### src/rtl/osd_raster_pos.sv
module osd_raster_pos #(
  parameter int ROWS  = 10,
  parameter int COLS  = 24,
  parameter int CELL  = 8,
  parameter int OFS_W = 6,
  localparam int RW = $clog2(ROWS),
  localparam int CW = $clog2(COLS),
  localparam int DW = $clog2(CELL)
) (
  input  logic             clk,
  input  logic             rst_n,
  input  logic             hsync_p,
  input  logic             vsync_p,
  input  logic [OFS_W-1:0] h_start,
  input  logic [OFS_W-1:0] v_start,
  input  logic [1:0]       hsize_first,
  input  logic [1:0]       hsize_rest,
  input  logic [1:0]       vsize_first,
  input  logic [1:0]       vsize_rest,
  output logic             active,
  output logic [RW-1:0]    row_addr,
  output logic [CW-1:0]    col_addr,
  output logic [DW-1:0]    font_row,
  output logic [DW-1:0]    dot_col
);

  localparam int PW = OFS_W + 1;

  function automatic logic [1:0] span(input logic [1:0] code);
    case (code)
      2'b01:   return 2'd2;
      2'b10:   return 2'd3;
      default: return 2'd1;
    endcase
  endfunction

  logic [PW-1:0] hcnt, vcnt;
  logic          h_end, v_end;
  logic [1:0]    hsub, vsub;

  wire       first_row = (row_addr == '0);
  wire [1:0] hspan = span(first_row ? hsize_first : hsize_rest);
  wire [1:0] vspan = span(first_row ? vsize_first : vsize_rest);
  wire       h_in  = !h_end && (hcnt >= {h_start, 1'b0});
  wire       v_in  = !v_end && (vcnt >= {v_start, 1'b0});

  assign active = h_in && v_in;

  always_ff @(posedge clk or negedge rst_n) begin
    if (!rst_n) begin
      hcnt     <= '0;
      h_end    <= 1'b1;
      hsub     <= '0;
      dot_col  <= '0;
      col_addr <= '0;
    end else if (hsync_p) begin
      hcnt     <= '0;
      h_end    <= 1'b0;
      hsub     <= '0;
      dot_col  <= '0;
      col_addr <= '0;
    end else begin
      if (hcnt != '1) hcnt <= hcnt + 1'b1;
      if (h_in) begin
        if (hsub >= hspan - 2'd1) begin
          hsub <= '0;
          if (dot_col == DW'(CELL - 1)) begin
            dot_col <= '0;
            if (col_addr == CW'(COLS - 1)) h_end <= 1'b1;
            else col_addr <= col_addr + 1'b1;
          end else begin
            dot_col <= dot_col + 1'b1;
          end
        end else begin
          hsub <= hsub + 1'b1;
        end
      end
    end
  end

  always_ff @(posedge clk or negedge rst_n) begin
    if (!rst_n) begin
      vcnt     <= '0;
      v_end    <= 1'b1;
      vsub     <= '0;
      font_row <= '0;
      row_addr <= '0;
    end else if (vsync_p) begin
      vcnt     <= '0;
      v_end    <= 1'b0;
      vsub     <= '0;
      font_row <= '0;
      row_addr <= '0;
    end else if (hsync_p) begin
      if (vcnt != '1) vcnt <= vcnt + 1'b1;
      if (v_in) begin
        if (vsub >= vspan - 2'd1) begin
          vsub <= '0;
          if (font_row == DW'(CELL - 1)) begin
            font_row <= '0;
            if (row_addr == RW'(ROWS - 1)) v_end <= 1'b1;
            else row_addr <= row_addr + 1'b1;
          end else begin
            font_row <= font_row + 1'b1;
          end
        end else begin
          vsub <= vsub + 1'b1;
        end
      end
    end
  end

endmodule

### config.mk
export PLATFORM = sky130hd
export DESIGN_NAME = osd_raster_pos
export DESIGN_NICKNAME = d
export VERILOG_FILES = /design/src/rtl/osd_raster_pos.sv
export SDC_FILE = /design/constraint.sdc
export NUM_CORES = 1
export LEC_CHECK = 0
export BUFFER_PORTS_ARGS = -buffer_cell sky130_fd_sc_hd__buf_2
export CAP_MARGIN = 20
export CORE_MARGIN = 2
export CORE_UTILIZATION = 40
export CTS_BUF_LIST = sky130_fd_sc_hd__clkbuf_16
export CTS_CLUSTER_DIAMETER = 150
export DETAILED_ROUTE_END_ITERATION = 8
export SYNTH_ARGS = -nofsm -noshare
export SYNTH_HDL_FRONTEND = slang
export SYNTH_SLANG_ARGS = --single-unit
### constraint.sdc
create_clock -name clk -period 4.1 [get_ports clk]
set_input_delay 0.82 -clock clk [delete_from_list [all_inputs] [get_ports clk]]
set_output_delay 0.82 -clock clk [all_outputs]
set_load 0.02 [all_outputs]
Word level (Yosys, flattened, before mapping). Cells that the tools add are included.

Reduce and logical (&&, ||, !) cells: 25. Add/subtract/negate cells: 10. $lt $le $gt $ge: 4. Eq/ne operators: 12. Mux-type cells: 47.

Operators by type and width (number): 7-bit 2-to-1 mux (5); 3-bit 2-to-1 mux (9); 5-bit 2-to-1 mux (5); 4-bit 2-to-1 mux (6); 2-bit nonzero test (11); 2-bit 2-to-1 mux (9); 7-bit by 1-bit adder with 7-bit output, second input constant (2); 7-bit >= comparator (2); 7-bit inequality test, second input constant (2); 1-bit 2-to-1 mux (11); 5-bit AND reduction (2); 2-bit case mux with 2 select lines (2); 4-bit AND reduction (2); 3-bit by 1-bit adder with 3-bit output, second input constant (2); 3-bit == test, second input constant (2); 2-bit AND reduction (3); 5-bit by 1-bit adder with 5-bit output, second input constant (1); 5-bit == test, second input constant (1); 2-bit by 1-bit adder with 2-bit output, second input constant (2); 4-bit by 1-bit adder with 4-bit output, second input constant (1); 2-bit by 1-bit == test with 1-bit output, second input constant (2); 2-bit == test, second input constant (2); 4-bit == test, second input constant (1); 2-bit >= comparator (2); other kinds (6) (11).

Register bits after elaboration: 35. Word-level logic and storage cells: 108. Output and inout bits: 16.

Depth between registers and ports, before layout. Gate-level depths: netlist of run 1.

Word-level depth: 10. Depth in mapped cells: 11. Depth with buffers taken out: 11.

Worst setup path before layout of run 1. No wires, ideal clock.

Path kind: reg2reg. Start point: register row_addr[0]. End point: register col_addr[4]. Arrival: 2.823 ns. Cell stages (with the launch flop): 11. Buffers on the path: 0. Setup slack: 1.152 ns. Cells stage by stage: dfrtp_1 -> inv_1 -> ha_1 -> nor3b_1 -> o21ai_0 -> ha_1 -> nand2b_1 -> a21oi_1 -> a21boi_1 -> nand4_1 -> mux2_2.

Cells in the longest elaborated chain, start to end: 8. Elaborated cells on any way between the ends: 9.

RTL lines: start, declared (line 21) `output logic [RW-1:0] row_addr,`; start signal, assigned (line 102) `else row_addr <= row_addr + 1'b1;`; 4-bit logical NOT (*) (line 41) `wire first_row = (row_addr == '0);`; 2-bit 2-to-1 mux (*) (line 42) `wire [1:0] hspan = span(first_row ? hsize_first : hsize_rest);`; 2-bit == test / 2-bit by 1-bit == test with 1-bit output (equally long branches) (line 30) `case (code)`; 2-bit case mux with 2 select lines (*) (line 30); 2-bit by 1-bit subtractor with 2-bit output (*) (line 65) `if (hsub >= hspan - 2'd1) begin`; 2-bit >= comparator (*) (line 65); 2-bit nonzero test (no source line) (*); 4-bit AND reduction (no source line) (*); end signal, assigned (line 70) `else col_addr <= col_addr + 1'b1;`; end, declared (line 22) `output logic [CW-1:0] col_addr,`.

Every way passes the cells marked *; elsewhere a longest branch is shown, timed or not. A chain may end at the register's enable or synchronous reset.

Final worst setup path of run 1.
Start point: input h_start[1]. End point: output active.

Cells in the longest elaborated chain, start to end: 3.

RTL lines: start, declared (line 14) `input logic [OFS_W-1:0] h_start,`; 7-bit >= comparator (line 44) `wire h_in = !h_end && (hcnt >= {h_start, 1'b0});`; 1-bit logical AND (line 44); 1-bit logical AND (line 47) `assign active = h_in && v_in;`; end, declared (line 20) `output logic active,`.

Every way passes these cells.

==> results of run 1 <==
## cell type report
cell class              instances  share of cell area
flip-flops and latches         35               0.319
clock buffers                   5              0.0454
multi-input cells             184               0.490
well taps                      72              0.0327
inverters                      24              0.0327
clock inverters                 3             0.00409
repair buffers                 41              0.0763
## worst max-delay path, cell delays in order
cell     delay (ps)
buf_2            70
inv_1            30
ha_1            290
nor2b_1         130
a311o_1         360
a41oi_2         380
nor2_1          100
buf_2           170
## flip-flops by register name (all words and copies together), names as in the netlist
signal and count:
hcnt 7, font_row 3, hsub 2, v_end 1, dot_col 3, h_end 1
vcnt 7, col_addr 5, vsub 2, row_addr 4
## cells by family after synthesis
logic type	Yosys count
AOI/OAI and AO/OA	51
xor gates and xnor gates	9
adders and majority gates	26
buffers and inverters	30
DFF	35
muxes	8
and+or+nand+nor	90
## metrics by stage
stage	worst slack, ps	total power [uW]	std cells	instance area (sq um)	hold WS [ps]
CTS	917	793	364	2750	530
finish	929	782	364	2750	530
global route	845	819	364	2750	571
floorplan	1150	408	249	2350	489
global placement	946	437	356	2620	511
detailed placement	914	439	356	2620	523
## cells in the mapped netlist (3+ instances only)
cell type,count
dfrtp_1,33
nor2_1,31
ha_1,26
inv_1,24
a21oi_1,16
nand4_1,10
o21ai_0,8
nand3_1,7
nor2b_1,7
xor2_1,7
a31oi_1,6
nand2_1,6
nand2b_1,5
mux2_2,4
mux2i_1,4
nand3b_1,4
a21o_1,3
and2_1,3
and3_1,3
clkbuf_1,3
nor3b_1,3
or4_1,3
## where the power goes
| group | total (uW) | internal [uW] | switching [uW] |
|---|---|---|---|
| Sequential | 355 | 351 | 4.43 |
| Clock | 350 | 218 | 132 |
| Combinational | 76.2 | 30.8 | 45.4 |
| Total | 782 | 600 | 182 |
## worst paths after layout
path	end	depth (start not counted)
setup / recovery	active	8
hold / removal	vcnt[6]	2
setup reg to reg	col_addr[4]	12
hold reg to reg	vcnt[6]	2
max in group asynchronous	col_addr[0]	1
min in group asynchronous	hcnt[6]	1
## per-layer routing
| metal | vias to the layer above | track usage | routed length [um] |
|---|---|---|---|
| li1 | 979 | - | - |
| met3 | 6 | 0.0337 | 164 |
| met5 | - | 0 | 0 |
| met1 | 910 | 0.195 | 2180 |
| met4 | 0 | 0.0559 | 63 |
| met2 | 26 | 0.276 | 2120 |
==> results by group, run 1 <==
Floorplanning
  – Die X: 80.6 um
  – Total die area: 0.00649 sq mm
  – Starting Density: 0.421
  – I/O Pins: 40
  – Die Ht: 80.6 um
  – Total core area: 0.00557 sq mm
  – Row count: 27

Worst setup path
  – WS Path Type: input pin to output pin
  – Crit path max fanout: 8
  – R2r setup slk: 1320 ps
  – Crit path DAT: 2350 ps
  – Crit path required time: 3280 ps
  – Startpoint types: input pin
  – Worst Setup SP: h_start[1]
  – R2r startpoint: row_addr[0]
  – CP endpoint kind: output pin

Global routing
  – Vias in the first global route: 1,862
  – Pin count of the biggest net entering global routing: 36
  – First-pass GRT wire length: 8090 um
  – Initial antenna violation count: 0
  – GRT Util Overall: 0.159
  – Overflow after GRT: 0

Timing
  – Layout Skew: 6.22 ps
  – Final setup TNS: 0 ps
  – Max Slew Vio Count: 0
  – Peak Freq: 315 MHz
  – Count of final setup violators: 0
  – Slew @ Worst Pin: 779 ps
  – RSZ-0062 raised after global routing: false
  – Final Hold Viols: 0
  – Final Critical Period: 3170 ps
  – Worst slew margin: 0.481
  – Period utilisation layout: 0.774

Route
  – Drt wl/cell: 12.4 um
  – Drt pass-1 iters: 4
  – Detailed-route via count: 1,921
  – DRC: 0
  – WL final: 4530 um
  – Via-to-Cell Ratio: 5.28
  – Initial drt markers: 91
  – Final ANT Viol Nets: 0

Synthesis
  – Largest family of logic cells by synthesized area: simple AND/OR/NAND/NOR gates
  – Most used DFF post-synth: dfrtp_1
  – Post-synth EDFFs: 0
  – Syn_area_per_cell: 9.42 sq um
  – Compound-Gate Fraction of Synth Area: 0.157
  – Post-synth cell types: 47
  – Proportion of synthesized area in mux cells: 0.0363
  – Synth Net Count: 299
  – Register area share after synthesis: 0.374
  – Cell area after synthesis: 0.00235 sq mm
  – Yosys reg bits: 35
  – Synth Instances: 249
  – Synth Warn #: 0
  – Post-synth top area cell: dfrtp_1
  – Post-Synth Simple-Gate Area: 0.209
  – Post-synthesis adder-cell area fraction: 0.139
  – FFs w/ async S/R, synth: 1.00
  – XOR/XNOR share of the synthesized area: 0.0336
  – Largest cells by area after synthesis: dfrtp_1 (35%), ha_1 (14%), nor2_1 (5.0%)
  – Yosys top cell area share: 0.352

Cells and area
  – Ant diodes: 0
  – Reg area: 878 sq um
  – Most common cell after layout, fill and taps aside: buf_2
  – Most frequent cells in the layout: buf_2 (39), dfrtp_1 (33), nor2_1 (31), inv_1 (27), ha_1 (26)
  – Fin nets: 341
  – Area grow syn2layout: 17.4%
  – Final Util: 0.494
  – Share of layout cells above drive strength 1: 0.202
  – Area occupied by multi-input gates: 0.00135 sq mm
  – # fillers: 562

Place
  – Routability cong.: 0.777
  – Port Buffers: 39
  – Post-detail-place hpwl: 3400 um

Clocking
  – # hold bufs at CTS: 0
  – Clk Latency, worst-skew pair: 280 ps
  – # H-tree levels: 2
  – TritonCTS clock tree: yes
  – Reg clk slew, reported paths: 50 ps
  – Root Buffer Master: clkbuf_16
  – CTS Buf Count: 5
  – Post-CTS Setup Bufs: 0
  – Post-cts sizing count: 0
  – Clock Tree Buf Depth: 2
  – CTS Sinks: 35

Hold path
  – Worst Min Path Start: vcnt[6]
  – Worst hold path type: register to register

Power and ir drop
  – Power Density: 284 mW/mm^2
  – Leakage: 0.00137 uW
  – Maximum VDD drop: 0.216 mV

Job
  – Max-cap violations: 0

Outcome
  – Status: completed
Power figures use the tool's default switching activity.
==> run 2: changes to the inputs <==
Settings changed: ABC_AREA from default to 1.
Clock period 4.1 ns to 2.7 ns, I/O delays scaled along.
==> run 2 against run 1 <==
Net effect: critical path depth is 5 higher; clock-buffer cell count is the same; clock skew fell by 2.6 ps; synthesized area increased by 4.4%; critical endpoint is now col_addr[4]; largest cell class unchanged; largest power group unchanged.
==> results by group, run 2 <==
Global routing
  – Initial antenna violation count: 0 (unchanged)
  – Overflow after GRT: 0 (unchanged)
  – Pin count of the biggest net entering global routing: 36 (unchanged)
  – GRT Util Overall: 0.154 (was 0.159)
  – Vias in the first global route: 1,863 (was 1,862)
  – First-pass GRT wire length: 8140 um (was 8090 um)

Worst setup path
  – CP endpoint kind: register (was output pin)
  – Reg2reg path depth: 13 (was 12)
  – Crit path DAT: 2640 ps (was 2350 ps)
  – R2r startpoint: row_addr[0] (unchanged)
  – Slowest CP cell: dfrtp_1 (was a41oi_2)
  – R2r setup slk: 270 ps (was 1320 ps)
  – Crit path required time: 2910 ps (was 3280 ps)
  – WS Path Type: register to register (was input pin to output pin)
  – Worst Setup SP: row_addr[0] (was h_start[1])
  – Startpoint types: register (was input pin)
  – Worst reg2reg endpoint: col_addr[4] (unchanged)
  – Crit path max fanout: 8 (unchanged)
  – Cell mode on critical path: nand2_1 (was buf_2)
  – CP peak stage delay: 460 ps (was 380 ps)
  – Worst setup endpoint: col_addr[4] (was active)
  – CP cell instances: inv_1, ha_1, nand3_1, mux2_2, nand2_1, ha_1, inv_1, nor2_1, a211oi_2, nand2_2, nand3_2, nand2_1, nand2_1 (was buf_2, inv_1, ha_1, nor2b_1, a311o_1, a41oi_2, nor2_1, buf_2)

Synthesis
  – Largest cells by area after synthesis: dfrtp_1 (34%), ha_1 (13%), nand2_1 (11%) (was dfrtp_1 (35%), ha_1 (14%), nor2_1 (5.0%))
  – Cell area after synthesis: 0.00245 sq mm (was 0.00235 sq mm)
  – Compound-Gate Fraction of Synth Area: 0.0720 (was 0.157)
  – Synth Net Count: 370 (was 299)
  – Post-Synth Simple-Gate Area: 0.306 (was 0.209)
  – Proportion of synthesized area in mux cells: 0.0174 (was 0.0363)
  – Post-synthesis adder-cell area fraction: 0.133 (was 0.139)
  – Post-synth top area cell: dfrtp_1 (unchanged)
  – Yosys reg bits: 35 (unchanged)
  – Register area share after synthesis: 0.359 (was 0.374)
  – Post-synth EDFFs: 0 (unchanged)
  – Top post-synthesis cells by count: nand2_1 (72), inv_1 (48), dfrtp_1 (33) (was dfrtp_1 (33), nor2_1 (31), ha_1 (26))
  – XOR/XNOR share of the synthesized area: 0.0143 (was 0.0336)
  – Post-synth cell types: 35 (was 47)
  – Largest family of logic cells by synthesized area: simple AND/OR/NAND/NOR gates (unchanged)
  – Syn_area_per_cell: 7.65 sq um (was 9.42 sq um)
  – Synth Instances: 320 (was 249)
  – Most frequent cell after synthesis: nand2_1 (was dfrtp_1)
  – Synth Warn #: 0 (unchanged)
  – FFs w/ async S/R, synth: 1.00 (unchanged)
  – Most used DFF post-synth: dfrtp_1 (unchanged)
  – Yosys top cell area share: 0.337 (was 0.352)

Timing
  – Slew @ Worst Pin: 800 ps (was 779 ps)
  – Layout Skew: 3.63 ps (was 6.22 ps)
  – Count of final setup violators: 0 (unchanged)
  – Worst slew margin: 0.466 (was 0.481)
  – Peak Freq: 412 MHz
  – Final setup TNS: 0 ps (unchanged)
  – Period utilisation layout: 0.900
  – Final Critical Period: 2430 ps
  – Final Hold Viols: 0 (unchanged)
  – RSZ-0062 raised after global routing: false (unchanged)
  – Max Slew Vio Count: 0 (unchanged)

Power and ir drop
  – Clock Power Share: 0.269 (was 0.448)
  – Switch share: 0.377 (was 0.233)
  – Part of the power in registers: 0.370 (was 0.454)
  – Sw Pwr: 753 uW (was 182 uW)
  – Power Density: 703 mW/mm^2 (was 284 mW/mm^2)
  – Leakage: 0.00155 uW (was 0.00137 uW)
  – Gate power share: 0.361 (was 0.097)
  – Power, Total: 2000 uW (was 782 uW)
  – Internal: 1240 uW (was 600 uW)
  – Maximum VDD drop: 0.422 mV (was 0.216 mV)

Clocking
  – Clk Latency, worst-skew pair: 270 ps (was 280 ps)
  – CTS Buf Count: 5 (unchanged)
  – TritonCTS clock tree: yes (unchanged)
  – # H-tree levels: 2 (unchanged)
  – Post-cts sizing count: 0 (unchanged)
  – Post-CTS Setup Bufs: 0 (unchanged)
  – # hold bufs at CTS: 0 (unchanged)
  – Reg clk slew, reported paths: 50 ps (about the same)
  – Root Buffer Master: clkbuf_16 (unchanged)
  – Clock Tree Buf Depth: 2 (unchanged)
  – CTS Sinks: 35 (unchanged)

Cells and area
  – Most frequent cells in the layout: nand2_1 (72), inv_1 (49), buf_2 (39), dfrtp_1 (33), nor2_1 (32) (was buf_2 (39), dfrtp_1 (33), nor2_1 (31), inv_1 (27), ha_1 (26))
  – Fin area: 0.00284 sq mm (was 0.00275 sq mm)
  – Share of layout cells above drive strength 1: 0.188 (was 0.202)
  – Biggest regs: hcnt x7, vcnt x7, col_addr x5 (unchanged)
  – Ant diodes: 0 (unchanged)
  – Most common cell after layout, fill and taps aside: nand2_1 (was buf_2)
  – # fillers: 587 (was 562)
  – Fin nets: 411 (was 341)
  – Area grow syn2layout: 16.0% (was 17.4%)

Job
  – Max-cap violations: 0 (unchanged)

Floorplanning
  – Starting Density: 0.414 (was 0.421)
  – Die X: 82.2 um (was 80.6 um)
  – Total die area: 0.00676 sq mm (was 0.00649 sq mm)
  – Die Ht: 82.2 um (was 80.6 um)
  – I/O Pins: 40 (unchanged)
  – Row count: 28 (was 27)
  – Total core area: 0.00592 sq mm (was 0.00557 sq mm)

Route
  – Via-to-Cell Ratio: 4.84 (was 5.28)
  – Drt wl/cell: 10.7 um (was 12.4 um)
  – Final ANT Viol Nets: 0 (unchanged)
  – Detailed-route via count: 2,116 (was 1,921)
  – WL final: 4680 um (was 4530 um)
  – Initial drt markers: 60 (was 91)
  – Drt pass-1 iters: 4 (unchanged)
  – DRC: 0 (unchanged)

Outcome
  – Status: completed (unchanged)

Place
  – Routability cong.: 0.799 (was 0.777)
  – Port Buffers: 39 (unchanged)
  – Area post-placement: 0.00270 sq mm (was 0.00262 sq mm)
  – Post-detail-place hpwl: 3530 um (was 3400 um)

Hold path
  – Worst hold path type: input pin to asynchronous set/reset pin (was register to register)
## run 2: cell count changes after synthesis, moves of 4 or more
cell | previous run | this run
inv_1 | 24 | 48
nand3_1 | 7 | 25
xor2_1 | 7 | 3
a21oi_1 | 16 | 9
nor3_1 | 0 | 4
nand2b_1 | 5 | 0
a31oi_1 | 6 | 0
nor2b_1 | 7 | 0
inv_2 | 0 | 4
nand2_1 | 6 | 72
o21ai_0 | 8 | 16
nand2_2 | 0 | 5
nand3b_1 | 4 | 0
## run 2: kinds of logic (layout without fill, tap and decap cells)
family          after synthesis  after routing
compound gates               33             33
xor+xnor                      4              4
fa+ha+maj                    26             26
buf+inv                      58            100
flops                        35             35
mux                           4              4
simple gates                160            160
## run 2: layer usage
metal	GRT usage	routed length, um
met1	0.204	2300
met2	0.247	2120
met3	0.0391	207
met4	0.0450	40
met5	0	0
## run 2: worst min-delay path by stage
| stage | from | end | slack, ps |
|---|---|---|---|
| global route | rst_n | vcnt[3] | 430 |
| CTS | rst_n | vcnt[3] | 390 |
| global placement | v_end | v_end | 450 |
| detailed placement | v_end | v_end | 460 |
| floorplan | rst_n | col_addr[0] | 240 |
| finish | rst_n | row_addr[2] | 360 |
## run 2: power groups by stage
stage                     Combinational (uW)  Clock [uW]  Sequential (uW)
final                                    721         536              739
after global routing                     834         582              758
after floorplan                          451           0              815
after global placement                   701           0              740
after detailed placement                 717           0              747
after CTS                                719         554              739
## run 2: critical path, delay by kind of cell (launching register included)
family          cells  cell delay [ps]
compound gates      1              200
mux                 1              370
fa+ha+maj           2              440
buf+inv             2              140
simple gates        7              760
flops               1              460
## run 2: area by class of cell
class	instances	area, sq um	share of cell area
repair buffers	39	195	0.0687
well taps	75	93.8	0.0330
inverters	53	201	0.0709
multi-input cells	227	1330	0.470
clock inverters	3	12.5	0.00441
flip-flops and latches	35	878	0.309
clock buffers	5	125	0.0441
## run 2: through the flow
step	worst slack [ps]	hold slack, ps	utilization	std cells
after floorplan	316	244	-	320
after global placement	291	451	0.456	429
after detailed placement	222	456	0.456	429
after CTS	201	391	0.479	437
after global routing	34.7	428	0.480	437
final	271	357	0.480	437
